==> src/rtl/exu_pkg.sv <==
package exu_pkg;
  localparam int OPW = 6;

  localparam logic [OPW-1:0] OP_ADD   = 6'd1;
  localparam logic [OPW-1:0] OP_ADDU  = 6'd2;
  localparam logic [OPW-1:0] OP_SUB   = 6'd3;
  localparam logic [OPW-1:0] OP_SUBU  = 6'd4;
  localparam logic [OPW-1:0] OP_ADDI  = 6'd5;
  localparam logic [OPW-1:0] OP_ADDIU = 6'd6;
  localparam logic [OPW-1:0] OP_AND   = 6'd7;
  localparam logic [OPW-1:0] OP_OR    = 6'd8;
  localparam logic [OPW-1:0] OP_XOR   = 6'd9;
  localparam logic [OPW-1:0] OP_NOR   = 6'd10;
  localparam logic [OPW-1:0] OP_ANDI  = 6'd11;
  localparam logic [OPW-1:0] OP_ORI   = 6'd12;
  localparam logic [OPW-1:0] OP_XORI  = 6'd13;
  localparam logic [OPW-1:0] OP_LUI   = 6'd14;
  localparam logic [OPW-1:0] OP_SLT   = 6'd15;
  localparam logic [OPW-1:0] OP_SLTU  = 6'd16;
  localparam logic [OPW-1:0] OP_SLTI  = 6'd17;
  localparam logic [OPW-1:0] OP_SLTIU = 6'd18;
  localparam logic [OPW-1:0] OP_SLL   = 6'd19;
  localparam logic [OPW-1:0] OP_SRL   = 6'd20;
  localparam logic [OPW-1:0] OP_SRA   = 6'd21;
  localparam logic [OPW-1:0] OP_SLLV  = 6'd22;
  localparam logic [OPW-1:0] OP_SRLV  = 6'd23;
  localparam logic [OPW-1:0] OP_SRAV  = 6'd24;
  localparam logic [OPW-1:0] OP_BEQ   = 6'd25;
  localparam logic [OPW-1:0] OP_BNE   = 6'd26;
  localparam logic [OPW-1:0] OP_BGTZ  = 6'd27;
  localparam logic [OPW-1:0] OP_BLEZ  = 6'd28;
  localparam logic [OPW-1:0] OP_BGEZ  = 6'd29;
  localparam logic [OPW-1:0] OP_BLTZ  = 6'd30;

  typedef enum logic [2:0] {
    RSEL_NONE, RSEL_ARITH, RSEL_LOGIC, RSEL_SHIFT, RSEL_LESS, RSEL_UPPER
  } rsel_e;

  typedef enum logic [1:0] {LG_AND, LG_OR, LG_XOR, LG_NOR} logic_e;
  typedef enum logic [1:0] {SH_LEFT, SH_RLOG, SH_RARI} shift_e;
  typedef enum logic [2:0] {
    BC_EQ, BC_NE, BC_GTZ, BC_LEZ, BC_GEZ, BC_LTZ
  } bcond_e;
endpackage

==> src/rtl/exu_arith.sv <==
module exu_arith #(
  parameter int XLEN = 32
) (
  input  logic [XLEN-1:0] a,
  input  logic [XLEN-1:0] b,
  input  logic            do_sub,
  output logic [XLEN-1:0] sum,
  output logic            ovf_evt
);
  localparam int MSB = XLEN - 1;

  function automatic logic [XLEN-1:0] add_sub(input logic [XLEN-1:0] x,
                                               input logic [XLEN-1:0] y,
                                               input logic s);
    logic [XLEN-1:0] yy;
    yy = s ? ~y : y;
    return x + yy + {{(XLEN-1){1'b0}}, s};
  endfunction

  function automatic logic sign_ovf(input logic xs, input logic ys,
                                    input logic rs, input logic s);
    logic ye;
    ye = s ? ~ys : ys;
    return (xs == ye) && (rs != xs);
  endfunction

  assign sum     = add_sub(a, b, do_sub);
  assign ovf_evt = sign_ovf(a[MSB], b[MSB], sum[MSB], do_sub);

  always_comb begin
    AST_OVF_SIGN: assert (!ovf_evt || (sum[MSB] != a[MSB]));
    AST_SUB_OVF_MIX: assert (!(ovf_evt && do_sub) || (a[MSB] != b[MSB]));
  end
endmodule

==> src/rtl/exu_logic.sv <==
module exu_logic #(
  parameter int XLEN = 32
) (
  input  logic [XLEN-1:0]       a,
  input  logic [XLEN-1:0]       b,
  input  exu_pkg::logic_e       fn,
  output logic [XLEN-1:0]       y
);
  import exu_pkg::*;

  always_comb begin
    unique case (fn)
      LG_AND:  y = a & b;
      LG_OR:   y = a | b;
      LG_XOR:  y = a ^ b;
      default: y = ~(a | b);
    endcase
  end

  always_comb begin
    AST_AND_SUBSET: assert (fn != LG_AND || (y & ~a) == '0);
    AST_NOR_DISJOINT: assert (fn != LG_NOR || (y & a) == '0);
  end
endmodule

==> src/rtl/exu_shift.sv <==
module exu_shift #(
  parameter int XLEN = 32,
  parameter int SHW  = $clog2(XLEN)
) (
  input  logic [XLEN-1:0]  val,
  input  logic [SHW-1:0]   amt,
  input  exu_pkg::shift_e  kind,
  output logic [XLEN-1:0]  y
);
  import exu_pkg::*;
  localparam int MSB = XLEN - 1;

  logic [XLEN-1:0] stage [SHW+1];
  logic            fill;

  assign fill     = (kind == SH_RARI) ? val[MSB] : 1'b0;
  assign stage[0] = val;

  for (genvar k = 0; k < SHW; k++) begin : g_stage
    localparam int D = 1 << k;
    always_comb begin
      if (!amt[k])
        stage[k+1] = stage[k];
      else if (kind == SH_LEFT)
        stage[k+1] = {stage[k][XLEN-1-D:0], {D{1'b0}}};
      else
        stage[k+1] = {{D{fill}}, stage[k][XLEN-1:D]};
    end
  end

  assign y = stage[SHW];

  always_comb begin
    AST_SRA_SIGN: assert (kind != SH_RARI || y[MSB] == val[MSB]);
    AST_SRL_ZERO: assert (kind != SH_RLOG || amt == '0 || !y[MSB]);
    AST_SLL_ZERO: assert (kind != SH_LEFT || amt == '0 || !y[0]);
  end
endmodule

==> src/rtl/exu_branch.sv <==
module exu_branch #(
  parameter int XLEN = 32
) (
  input  logic [XLEN-1:0]  a,
  input  logic [XLEN-1:0]  b,
  input  exu_pkg::bcond_e  cond,
  output logic             taken
);
  import exu_pkg::*;
  localparam int MSB = XLEN - 1;

  logic is_zero, is_neg, same;
  assign is_zero = (a == '0);
  assign is_neg  = a[MSB];
  assign same    = ((a ^ b) == '0);

  always_comb begin
    unique case (cond)
      BC_EQ:   taken = same;
      BC_NE:   taken = !same;
      BC_GTZ:  taken = !is_neg && !is_zero;
      BC_LEZ:  taken = is_neg || is_zero;
      BC_GEZ:  taken = !is_neg;
      default: taken = is_neg;
    endcase
  end

  always_comb begin
    AST_GTZ_NONZERO: assert (cond != BC_GTZ || !taken || a != '0);
    AST_LTZ_NEG: assert (cond != BC_LTZ || !taken || $signed(a) < 0);
  end
endmodule

==> src/rtl/int_exec_unit.sv <==
module int_exec_unit #(
  parameter int XLEN = 32,
  parameter int IMMW = 16,
  parameter int SHW  = $clog2(XLEN)
) (
  input  logic [exu_pkg::OPW-1:0] op_code,
  input  logic [XLEN-1:0]         opa,
  input  logic [XLEN-1:0]         opb,
  input  logic [IMMW-1:0]         imm,
  input  logic [SHW-1:0]          shamt,
  output logic [XLEN-1:0]         result,
  output logic                    wr_en,
  output logic                    ovf_trap,
  output logic                    illegal_op,
  output logic                    br_taken
);
  import exu_pkg::*;
  localparam int EXTW = XLEN - IMMW;

  function automatic logic [XLEN-1:0] imm_sext(input logic [IMMW-1:0] v);
    return {{EXTW{v[IMMW-1]}}, v};
  endfunction

  function automatic logic [XLEN-1:0] imm_zext(input logic [IMMW-1:0] v);
    return {{EXTW{1'b0}}, v};
  endfunction

  function automatic logic less_than(input logic [XLEN-1:0] x,
                                     input logic [XLEN-1:0] y,
                                     input logic signed_cmp);
    logic [XLEN-1:0] xf, yf;
    xf = x;
    yf = y;
    if (signed_cmp) begin
      xf[XLEN-1] = ~x[XLEN-1];
      yf[XLEN-1] = ~y[XLEN-1];
    end
    return xf < yf;
  endfunction

  // decode controls
  rsel_e    rsel;
  logic_e   lfn;
  shift_e   skind;
  bcond_e   bcond;
  logic     do_sub, use_simm, use_zimm, trap_en, we_dec, ill_dec, is_br;
  logic     var_sh, cmp_signed;

  always_comb begin
    rsel = RSEL_NONE; lfn = LG_AND; skind = SH_LEFT; bcond = BC_EQ;
    do_sub = 1'b0; use_simm = 1'b0; use_zimm = 1'b0; trap_en = 1'b0;
    we_dec = 1'b1; ill_dec = 1'b0; is_br = 1'b0; var_sh = 1'b0;
    cmp_signed = 1'b0;
    case (op_code)
      OP_ADD:   begin rsel = RSEL_ARITH; trap_en = 1'b1; end
      OP_ADDU:  rsel = RSEL_ARITH;
      OP_SUB:   begin rsel = RSEL_ARITH; do_sub = 1'b1; trap_en = 1'b1; end
      OP_SUBU:  begin rsel = RSEL_ARITH; do_sub = 1'b1; end
      OP_ADDI:  begin rsel = RSEL_ARITH; use_simm = 1'b1; trap_en = 1'b1; end
      OP_ADDIU: begin rsel = RSEL_ARITH; use_simm = 1'b1; end
      OP_AND:   begin rsel = RSEL_LOGIC; lfn = LG_AND; end
      OP_OR:    begin rsel = RSEL_LOGIC; lfn = LG_OR;  end
      OP_XOR:   begin rsel = RSEL_LOGIC; lfn = LG_XOR; end
      OP_NOR:   begin rsel = RSEL_LOGIC; lfn = LG_NOR; end
      OP_ANDI:  begin rsel = RSEL_LOGIC; lfn = LG_AND; use_zimm = 1'b1; end
      OP_ORI:   begin rsel = RSEL_LOGIC; lfn = LG_OR;  use_zimm = 1'b1; end
      OP_XORI:  begin rsel = RSEL_LOGIC; lfn = LG_XOR; use_zimm = 1'b1; end
      OP_LUI:   rsel = RSEL_UPPER;
      OP_SLT:   begin rsel = RSEL_LESS; cmp_signed = 1'b1; end
      OP_SLTU:  rsel = RSEL_LESS;
      OP_SLTI:  begin rsel = RSEL_LESS; cmp_signed = 1'b1; use_simm = 1'b1; end
      OP_SLTIU: begin rsel = RSEL_LESS; use_simm = 1'b1; end
      OP_SLL:   begin rsel = RSEL_SHIFT; skind = SH_LEFT; end
      OP_SRL:   begin rsel = RSEL_SHIFT; skind = SH_RLOG; end
      OP_SRA:   begin rsel = RSEL_SHIFT; skind = SH_RARI; end
      OP_SLLV:  begin rsel = RSEL_SHIFT; skind = SH_LEFT; var_sh = 1'b1; end
      OP_SRLV:  begin rsel = RSEL_SHIFT; skind = SH_RLOG; var_sh = 1'b1; end
      OP_SRAV:  begin rsel = RSEL_SHIFT; skind = SH_RARI; var_sh = 1'b1; end
      OP_BEQ:   begin is_br = 1'b1; we_dec = 1'b0; bcond = BC_EQ;  end
      OP_BNE:   begin is_br = 1'b1; we_dec = 1'b0; bcond = BC_NE;  end
      OP_BGTZ:  begin is_br = 1'b1; we_dec = 1'b0; bcond = BC_GTZ; end
      OP_BLEZ:  begin is_br = 1'b1; we_dec = 1'b0; bcond = BC_LEZ; end
      OP_BGEZ:  begin is_br = 1'b1; we_dec = 1'b0; bcond = BC_GEZ; end
      OP_BLTZ:  begin is_br = 1'b1; we_dec = 1'b0; bcond = BC_LTZ; end
      default:  begin we_dec = 1'b0; ill_dec = 1'b1; end
    endcase
  end

  // second operand selection
  logic [XLEN-1:0] src_b;
  assign src_b = use_simm ? imm_sext(imm) : use_zimm ? imm_zext(imm) : opb;

  logic [XLEN-1:0] arith_y, logic_y, shift_y;
  logic            ovf_evt, cond_true;
  logic [SHW-1:0]  sh_amt;

  assign sh_amt = var_sh ? opa[SHW-1:0] : shamt;

  exu_arith #(.XLEN(XLEN)) u_arith (
    .a(opa), .b(src_b), .do_sub(do_sub), .sum(arith_y), .ovf_evt(ovf_evt)
  );

  exu_logic #(.XLEN(XLEN)) u_logic (
    .a(opa), .b(src_b), .fn(lfn), .y(logic_y)
  );

  exu_shift #(.XLEN(XLEN), .SHW(SHW)) u_shift (
    .val(opb), .amt(sh_amt), .kind(skind), .y(shift_y)
  );

  exu_branch #(.XLEN(XLEN)) u_branch (
    .a(opa), .b(opb), .cond(bcond), .taken(cond_true)
  );

  // result assembly
  logic            trap_hit;
  logic [XLEN-1:0] raw_y;

  assign trap_hit = trap_en && ovf_evt;

  always_comb begin
    case (rsel)
      RSEL_ARITH: raw_y = arith_y;
      RSEL_LOGIC: raw_y = logic_y;
      RSEL_SHIFT: raw_y = shift_y;
      RSEL_LESS:  raw_y = {{(XLEN-1){1'b0}}, less_than(opa, src_b, cmp_signed)};
      RSEL_UPPER: raw_y = {imm, {EXTW{1'b0}}};
      default:    raw_y = '0;
    endcase
  end

  assign wr_en      = we_dec && !trap_hit;
  assign ovf_trap   = trap_hit;
  assign illegal_op = ill_dec;
  assign br_taken   = is_br && cond_true;
  assign result     = wr_en ? raw_y : '0;

  always_comb begin
    AST_TRAP_NO_WRITE: assert (!ovf_trap || !wr_en);
    AST_ONE_OUTCOME: assert ($onehot0({wr_en, ovf_trap, illegal_op}));
    AST_QUIET_RESULT: assert (wr_en || result == '0);
    AST_UPPER_LOW_ZERO: assert (op_code != OP_LUI || result[EXTW-1:0] == '0);
    AST_WRAP_NO_TRAP: assert (!(op_code == OP_ADDU || op_code == OP_SUBU ||
                                op_code == OP_ADDIU) || !ovf_trap);
    AST_BRANCH_NO_WRITE: assert (!br_taken || !wr_en);
  end
endmodule

==> config.mk <==
export PLATFORM = sky130hd
export DESIGN_NAME = int_exec_unit
export DESIGN_NICKNAME = d
export VERILOG_FILES = /design/src/rtl/exu_pkg.sv /design/src/rtl/exu_arith.sv /design/src/rtl/exu_logic.sv /design/src/rtl/exu_shift.sv /design/src/rtl/exu_branch.sv /design/src/rtl/int_exec_unit.sv
export SDC_FILE = /design/constraint.sdc
export NUM_CORES = 1
export LEC_CHECK = 0
export BUFFER_PORTS_ARGS = -buffer_cell sky130_fd_sc_hd__buf_2
export CELL_PAD_IN_SITES_DETAIL_PLACEMENT = 1
export CELL_PAD_IN_SITES_GLOBAL_PLACEMENT = 1
export CORE_UTILIZATION = 47
export DETAILED_ROUTE_END_ITERATION = 10
export PLACE_DENSITY_LB_ADDON = 0.08
export RECOVER_POWER = 100
export SYNTH_ARGS = -nofsm -noshare
export SYNTH_HDL_FRONTEND = slang
export SYNTH_SLANG_ARGS = --single-unit
==> constraint.sdc <==
create_clock -name vclk -period 16.3
set_clock_uncertainty 0.2 [all_clocks]
set_input_delay 3.26 -clock vclk [all_inputs]
set_output_delay 3.26 -clock vclk [all_outputs]
set_load 0.02 [all_outputs]
* Word-level counts from Yosys, hierarchy flattened
Cells that the tools add are included.
Widths: inputs -> output; s select.
** Cells by class
- Muxes and demuxes :: 37
- Reductions and logical operators :: 32
- Equality and inequality tests :: 44
- $lt $le $gt $ge :: 1
- Bitwise operators :: 8
- Add/sub/neg operators :: 2
** Operator list (count)
- $mux 32 :: 14
- $pmux 32 s5 :: 1
- $pmux 32 s3 :: 1
- $eq 6x5->1 const B :: 15
- $logic_not 32->1 :: 2
- $not 32->32 :: 2
- $xor 32x32->32 :: 2
- $eq 6x4->1 const B :: 8
- $add 32x1->32 :: 1
- $add 32x32->32 :: 1
- $and 32x32->32 :: 1
- $lt 32x32->1 :: 1
- $or 32x32->32 :: 1
- $pmux 3 s5 :: 2
- $reduce_or 30->1 :: 1
- $eq 6x3->1 const B :: 4
- $reduce_or 24->1 :: 1
- $reduce_or 6->1 :: 3
- $mux 1 :: 15
- $eq 3x2->1 const B :: 4
- $eq 6x2->1 const B :: 2
- $reduce_or 2->1 :: 6
- $eq 3x3->1 const B :: 3
- $reduce_or 3->1 :: 3
- 18 further kinds :: 30
** Word-level totals
- Logic and storage cells :: 124
- Output and inout port bits :: 36
- Input port bits :: 91
- Register bits :: 0

* Longest topological paths before layout
- Word-level depth :: 17
- Gate-level depth with buffers :: 21
- Mapped depth without buffers :: 17

* Hierarchy
A second synthesis with hierarchy kept.
** Unflattened totals
- Cells, all modules :: 1705
- Area, all modules :: 11698.7 um^2
** Modules (own cells, without submodules)
- exu_shift :: cells an instance 713, area an instance 4738.3 um^2, times used 1, seq. area each 0.0 um^2
- exu_logic :: cells an instance 306, area an instance 2212.1 um^2, times used 1, seq. area each 0.0 um^2
- int_exec_unit :: cells an instance 321, area an instance 2164.6 um^2, times used 1, seq. area each 0.0 um^2
- exu_arith :: cells an instance 299, area an instance 2090.8 um^2, times used 1, seq. area each 0.0 um^2
- exu_branch :: cells an instance 66, area an instance 493.0 um^2, times used 1, seq. area each 0.0 um^2

* Worst setup path before layout
Ideal clock, no wire load.
- Kind :: input to output
- Start point :: input op_code[2] in the netlist's numbering
- End point :: output result[16]
- Arrival time :: 8153 ps
- Required time :: 12840 ps
- Cell stages on the path :: 20
- Path buffers :: 5
- Path slack :: 4687 ps
- Cell sequence :: buf_4 > and3b_1 > o41a_1 > nor2_1 > buf_2 > buf_1 > mux2i_1 > xnor2_1 > ha_1 > a211oi_1 > o2111ai_1 > or3_1 > a32oi_2 > a21boi_1 > o21ai_2 > mux2i_1 > or3_1 > buf_6 > buf_6 > nor2_1
** On the way
- Elaborated cells between the ends (all ways) :: 90
- Those cells by class :: add/sub: 2; eq/ne: 34; mux: 28; bitwise: 6; reduce/logical: 20
** RTL lines
- start, declared :: RTL line int_exec_unit.sv:6 : input logic [exu_pkg::OPW-1:0] op_code,
- $eq 6x4->1 :: RTL line int_exec_unit.sv:54 : case (op_code)
- $reduce_or 3->1 (no line)
- $mux 1 :: RTL line int_exec_unit.sv:54
- $mux 32 (2 in a row) :: RTL line int_exec_unit.sv:91 : assign src_b = use_simm ? imm_sext(imm) : use_zimm ? imm_zext(imm) : opb;
- $not 32->32 :: RTL line exu_arith.sv:16 : yy = s ? ~y : y;
- $mux 32 :: RTL line exu_arith.sv:16
- $add 32x32->32 :: RTL line exu_arith.sv:17 : return x + yy + {{(XLEN-1){1'b0}}, s};
- $add 32x1->32 :: RTL line exu_arith.sv:17
- $ne 1x1->1 :: RTL line exu_arith.sv:24 : return (xs == ye) && (rs != xs);
- $logic_and 1x1->1 :: RTL line exu_arith.sv:24
- $logic_and 1x1->1 (*) :: RTL line int_exec_unit.sv:119 : assign trap_hit = trap_en && ovf_evt;
- net ovf_trap :: RTL line int_exec_unit.sv:13 : output logic ovf_trap,
- $logic_not 1->1 (*) :: RTL line int_exec_unit.sv:132 : assign wr_en = we_dec && !trap_hit;
- $logic_and 1x1->1 (*) :: RTL line int_exec_unit.sv:132
- $mux 32 (*) :: RTL line int_exec_unit.sv:136 : assign result = wr_en ? raw_y : '0;
- end, declared :: RTL line int_exec_unit.sv:11 : output logic [XLEN-1:0] result,
Mark *: on every way through the listed nets, which the timed path passes. The rest lies on a longest branch.

* Final worst setup path
- Start point :: input op_code[0] in the netlist's numbering
- End point :: output result[7]
** On the way
- Word-level cells in the longest chain between the ends :: 16
- Elaborated cells between the ends (all ways) :: 90
- Those cells by class :: add/sub: 2; eq/ne: 34; mux: 28; bitwise: 6; reduce/logical: 20
** RTL lines (RTL line)
- parallel branches: the longest is 15 deep, another holds $add 32x32->32
- $mux 32 (*) :: int_exec_unit.sv:136
Every way passes the cells marked *.

==> results_dict.tcl <==
set metrics [dict create \
    power.share.sequential 0 \
    worstMarginPinSlew_ns 1.93 \
    power.density_cell_area_nw_per_um2 40.5 \
    vdd.ir_drop.worst_mv 0.0315 \
    maximum_fanout_count_along_the_critical_path 30 \
    yosys_warnings 0 \
    die_height_um 148 \
    rsz0062_at_grt "false" \
    timing.critical_path.slowest_cell_delay_ns 1.37 \
    worst_slew_margin_rel -0.285 \
    post_synth_instance_area_um2 9980 \
    die-area_um2 21800 \
    areaGrowthSynthToFinish_pct 6.57 \
    cp_common_cell "clkbuf_1" \
    dieWidth_um 148 \
    number_of_buffers_added_on_ports 127 \
    cts.hold.buffers_added 0 \
    drc_errors 0 \
    critical_path.slowest_cell "clkbuf_1" \
    detailedRoute.firstPassIterationCount 5 \
    filler_cell_count 2864 \
    arrival_ns 11.10 \
    crit_chain "clkbuf_1 > nor4bb_1 > o41a_1 > nor2_2 > clkbuf_1 > mux2i_1 > xnor2_1 > ha_1 > a211oi_1 > o2111ai_1 > or3_1 > a32oi_1 > a21boi_0 > o21ai_2 > mux2i_1 > or3_2 > inv_2 > o31a_1 > clkbuf_1" \
    setup_ws_ns 1.74 \
    post-cts-setup-buffer-count 0 \
    grt_pass1_wl_um 80800 \
    initial_antenna_violation_count 1 \
    grt-ovfl-total 0 \
    pin_count 127 \
    gpl.final_weighted_congestion 1.01 \
    timing.final.max_slew_violations 67 \
    setup_viol_count_final 0 \
    final-seq-area_um2 0 \
    initial_utilization 0.486 \
    route.detailed.vias_per_inst 7.48 \
    synth_nets 1740 \
    start_kind "primary input" \
    track_usage 0.484 \
    period_minus_slack_ns 14.56 \
    detail_route.iter0.violations 1612 \
    cts.repair.resized 0 \
    synthesis.instances 1527 \
    final_hold_viol_count 0 \
    finalCritPeriodShare 0.893 \
    status "finished, violations left" \
    detailedPlace.worstSlack_ns 3.64 \
    dpl.hpwl_um 42300 \
    design.core.area_um2 20600 \
    number_of_global_route_vias_before_repair 13000 \
    post-place-cells 1832 \
    row_cnt 52 \
    nets 1777 \
    fin_tns_setup_ns 0 \
    switchingPower_uw 293 \
    p_sw_frac 0.680 \
    post_layout_nonfiller_instances 1832 \
    cell_internal_pwr_uw 138 \
    failed_checks "max-capacitance violations, max-slew violations" \
    grt_start_max_net_pins 63 \
    power.leakage_uw 0.00433 \
    sequential_fraction_of_the_synthesis_area 0 \
    finalWirelength_um 54400 \
    criticalPathCategory "primary input to primary output" \
    gate_power_share 1.000 \
    hold_class "primary input to primary output" \
    antenna-diode-count 0 \
    ant_nets 0 \
    final.clkbuf_count 0 \
    drv.max_cap_violation_count 2 \
    cp-end-kind "primary output" \
    clock_power_share 0 \
    nFlopsAndLatches 0 \
    fmaxAchievable_mhz 68.7 \
    via_total_after_detailed_routing 13700 \
    drive_gt1_frac 0.115 \
    p_total_uw 431 \
    cp_data_required_time_ns 12.84 \
    routedWlPerCell_um 29.7 \
    finalHoldWorstSlack_ns 6.83 \
    syn_avg_cell_area_um2 6.54 \
    synth.lib_cells_used.distinct 85 \
]
## routing by layer
| layer | vias to the layer above | GRT usage | share of wire | wire (µm) |
|---|---|---|---|---|
| met5 | - | 0 | 0.00031 | 17 |
| met4 | 2 | 0.304 | 0.077 | 4210 |
| met3 | 239 | 0.0796 | 0.11 | 6150 |
| met2 | 952 | 0.738 | 0.42 | 22900 |
| met1 | 6644 | 0.634 | 0.39 | 21000 |
| li1 | 5861 | - | - | - |
## through the flow
stage,instance area [µm²],utilization
CTS,10700,0.521
global placement,10700,0.521
floorplan,9980,-
finish,10600,0.518
global route,10600,0.518
detailed placement,10700,0.521
## power by group through the flow
stage               Combinational, µW  Clock, µW  Sequential [µW]
floorplan                         266          0                0
global placement                  400          0                0
detailed placement                411          0                0
CTS                               413          0                0
global route                      451          0                0
finish                            431          0                0
## kinds of logic after synthesis
family / Yosys count / share of synthesized area
AOI/OAI and AO/OA: 620 / 0.426
xor gates and xnor gates: 93 / 0.0816
adders and majority gates: 122 / 0.154
buffers and inverters: 190 / 0.0767
muxes: 46 / 0.0475
and+or+nand+nor: 456 / 0.214
## synthesized netlist by cell type (15+ instances only)
| library cell | number | area, µm² |
|---|---|---|
| a211oi_1 | 53 | 398 |
| a21o_1 | 23 | 173 |
| a21oi_1 | 107 | 536 |
| a221oi_1 | 30 | 263 |
| a311oi_1 | 15 | 131 |
| a31oi_1 | 51 | 319 |
| buf_1 | 15 | 56.3 |
| buf_2 | 18 | 90.1 |
| clkbuf_1 | 80 | 300 |
| ha_1 | 121 | 1510 |
| inv_1 | 71 | 267 |
| mux2i_1 | 35 | 350 |
| nand2_1 | 145 | 544 |
| nand3_1 | 64 | 320 |
| nor2_1 | 120 | 450 |
| nor3_1 | 33 | 165 |
| nor4_1 | 15 | 93.8 |
| o211ai_1 | 15 | 113 |
| o21ai_0 | 135 | 676 |
| o221ai_1 | 18 | 158 |
| o22ai_1 | 30 | 188 |
| xnor2_1 | 84 | 736 |
## worst max-delay path: cells and delay by family
| kind | cells | cell delay [ns] |
|---|---|---|
| xor+xnor | 1 | 0.34 |
| buf+inv | 4 | 2.59 |
| fa+ha+maj | 1 | 0.31 |
| simple gates | 4 | 1.48 |
| compound gates | 7 | 2.45 |
| mux | 2 | 0.62 |
## worst paths after layout
kind  startpoint    endpoint  slack, ns  depth (start not counted)
min   op_code[4]  illegal_op       6.83                          3
max   op_code[0]   result[7]       1.74                         19
## layout make-up
cell class / count / area (µm²) / share of cell area
inverter: 73 / 274 / 0.0258
multi-input combinational: 1337 / 9240 / 0.868
tap: 270 / 338 / 0.0317
timing repair buffer: 152 / 792 / 0.0744
## cell usage in the layout, fill, tap and decap left out, types with 51 or more instances in the layout
master	netlist	final
nand2_1	145	144
o21ai_0	135	135
ha_1	121	121
nor2_1	120	118
a21oi_1	107	116
buf_2	18	108
xnor2_1	84	84
inv_1	71	71
nand3_1	64	64
a211oi_1	53	53
a31oi_1	51	51
Power figures use the tool's default switching activity.
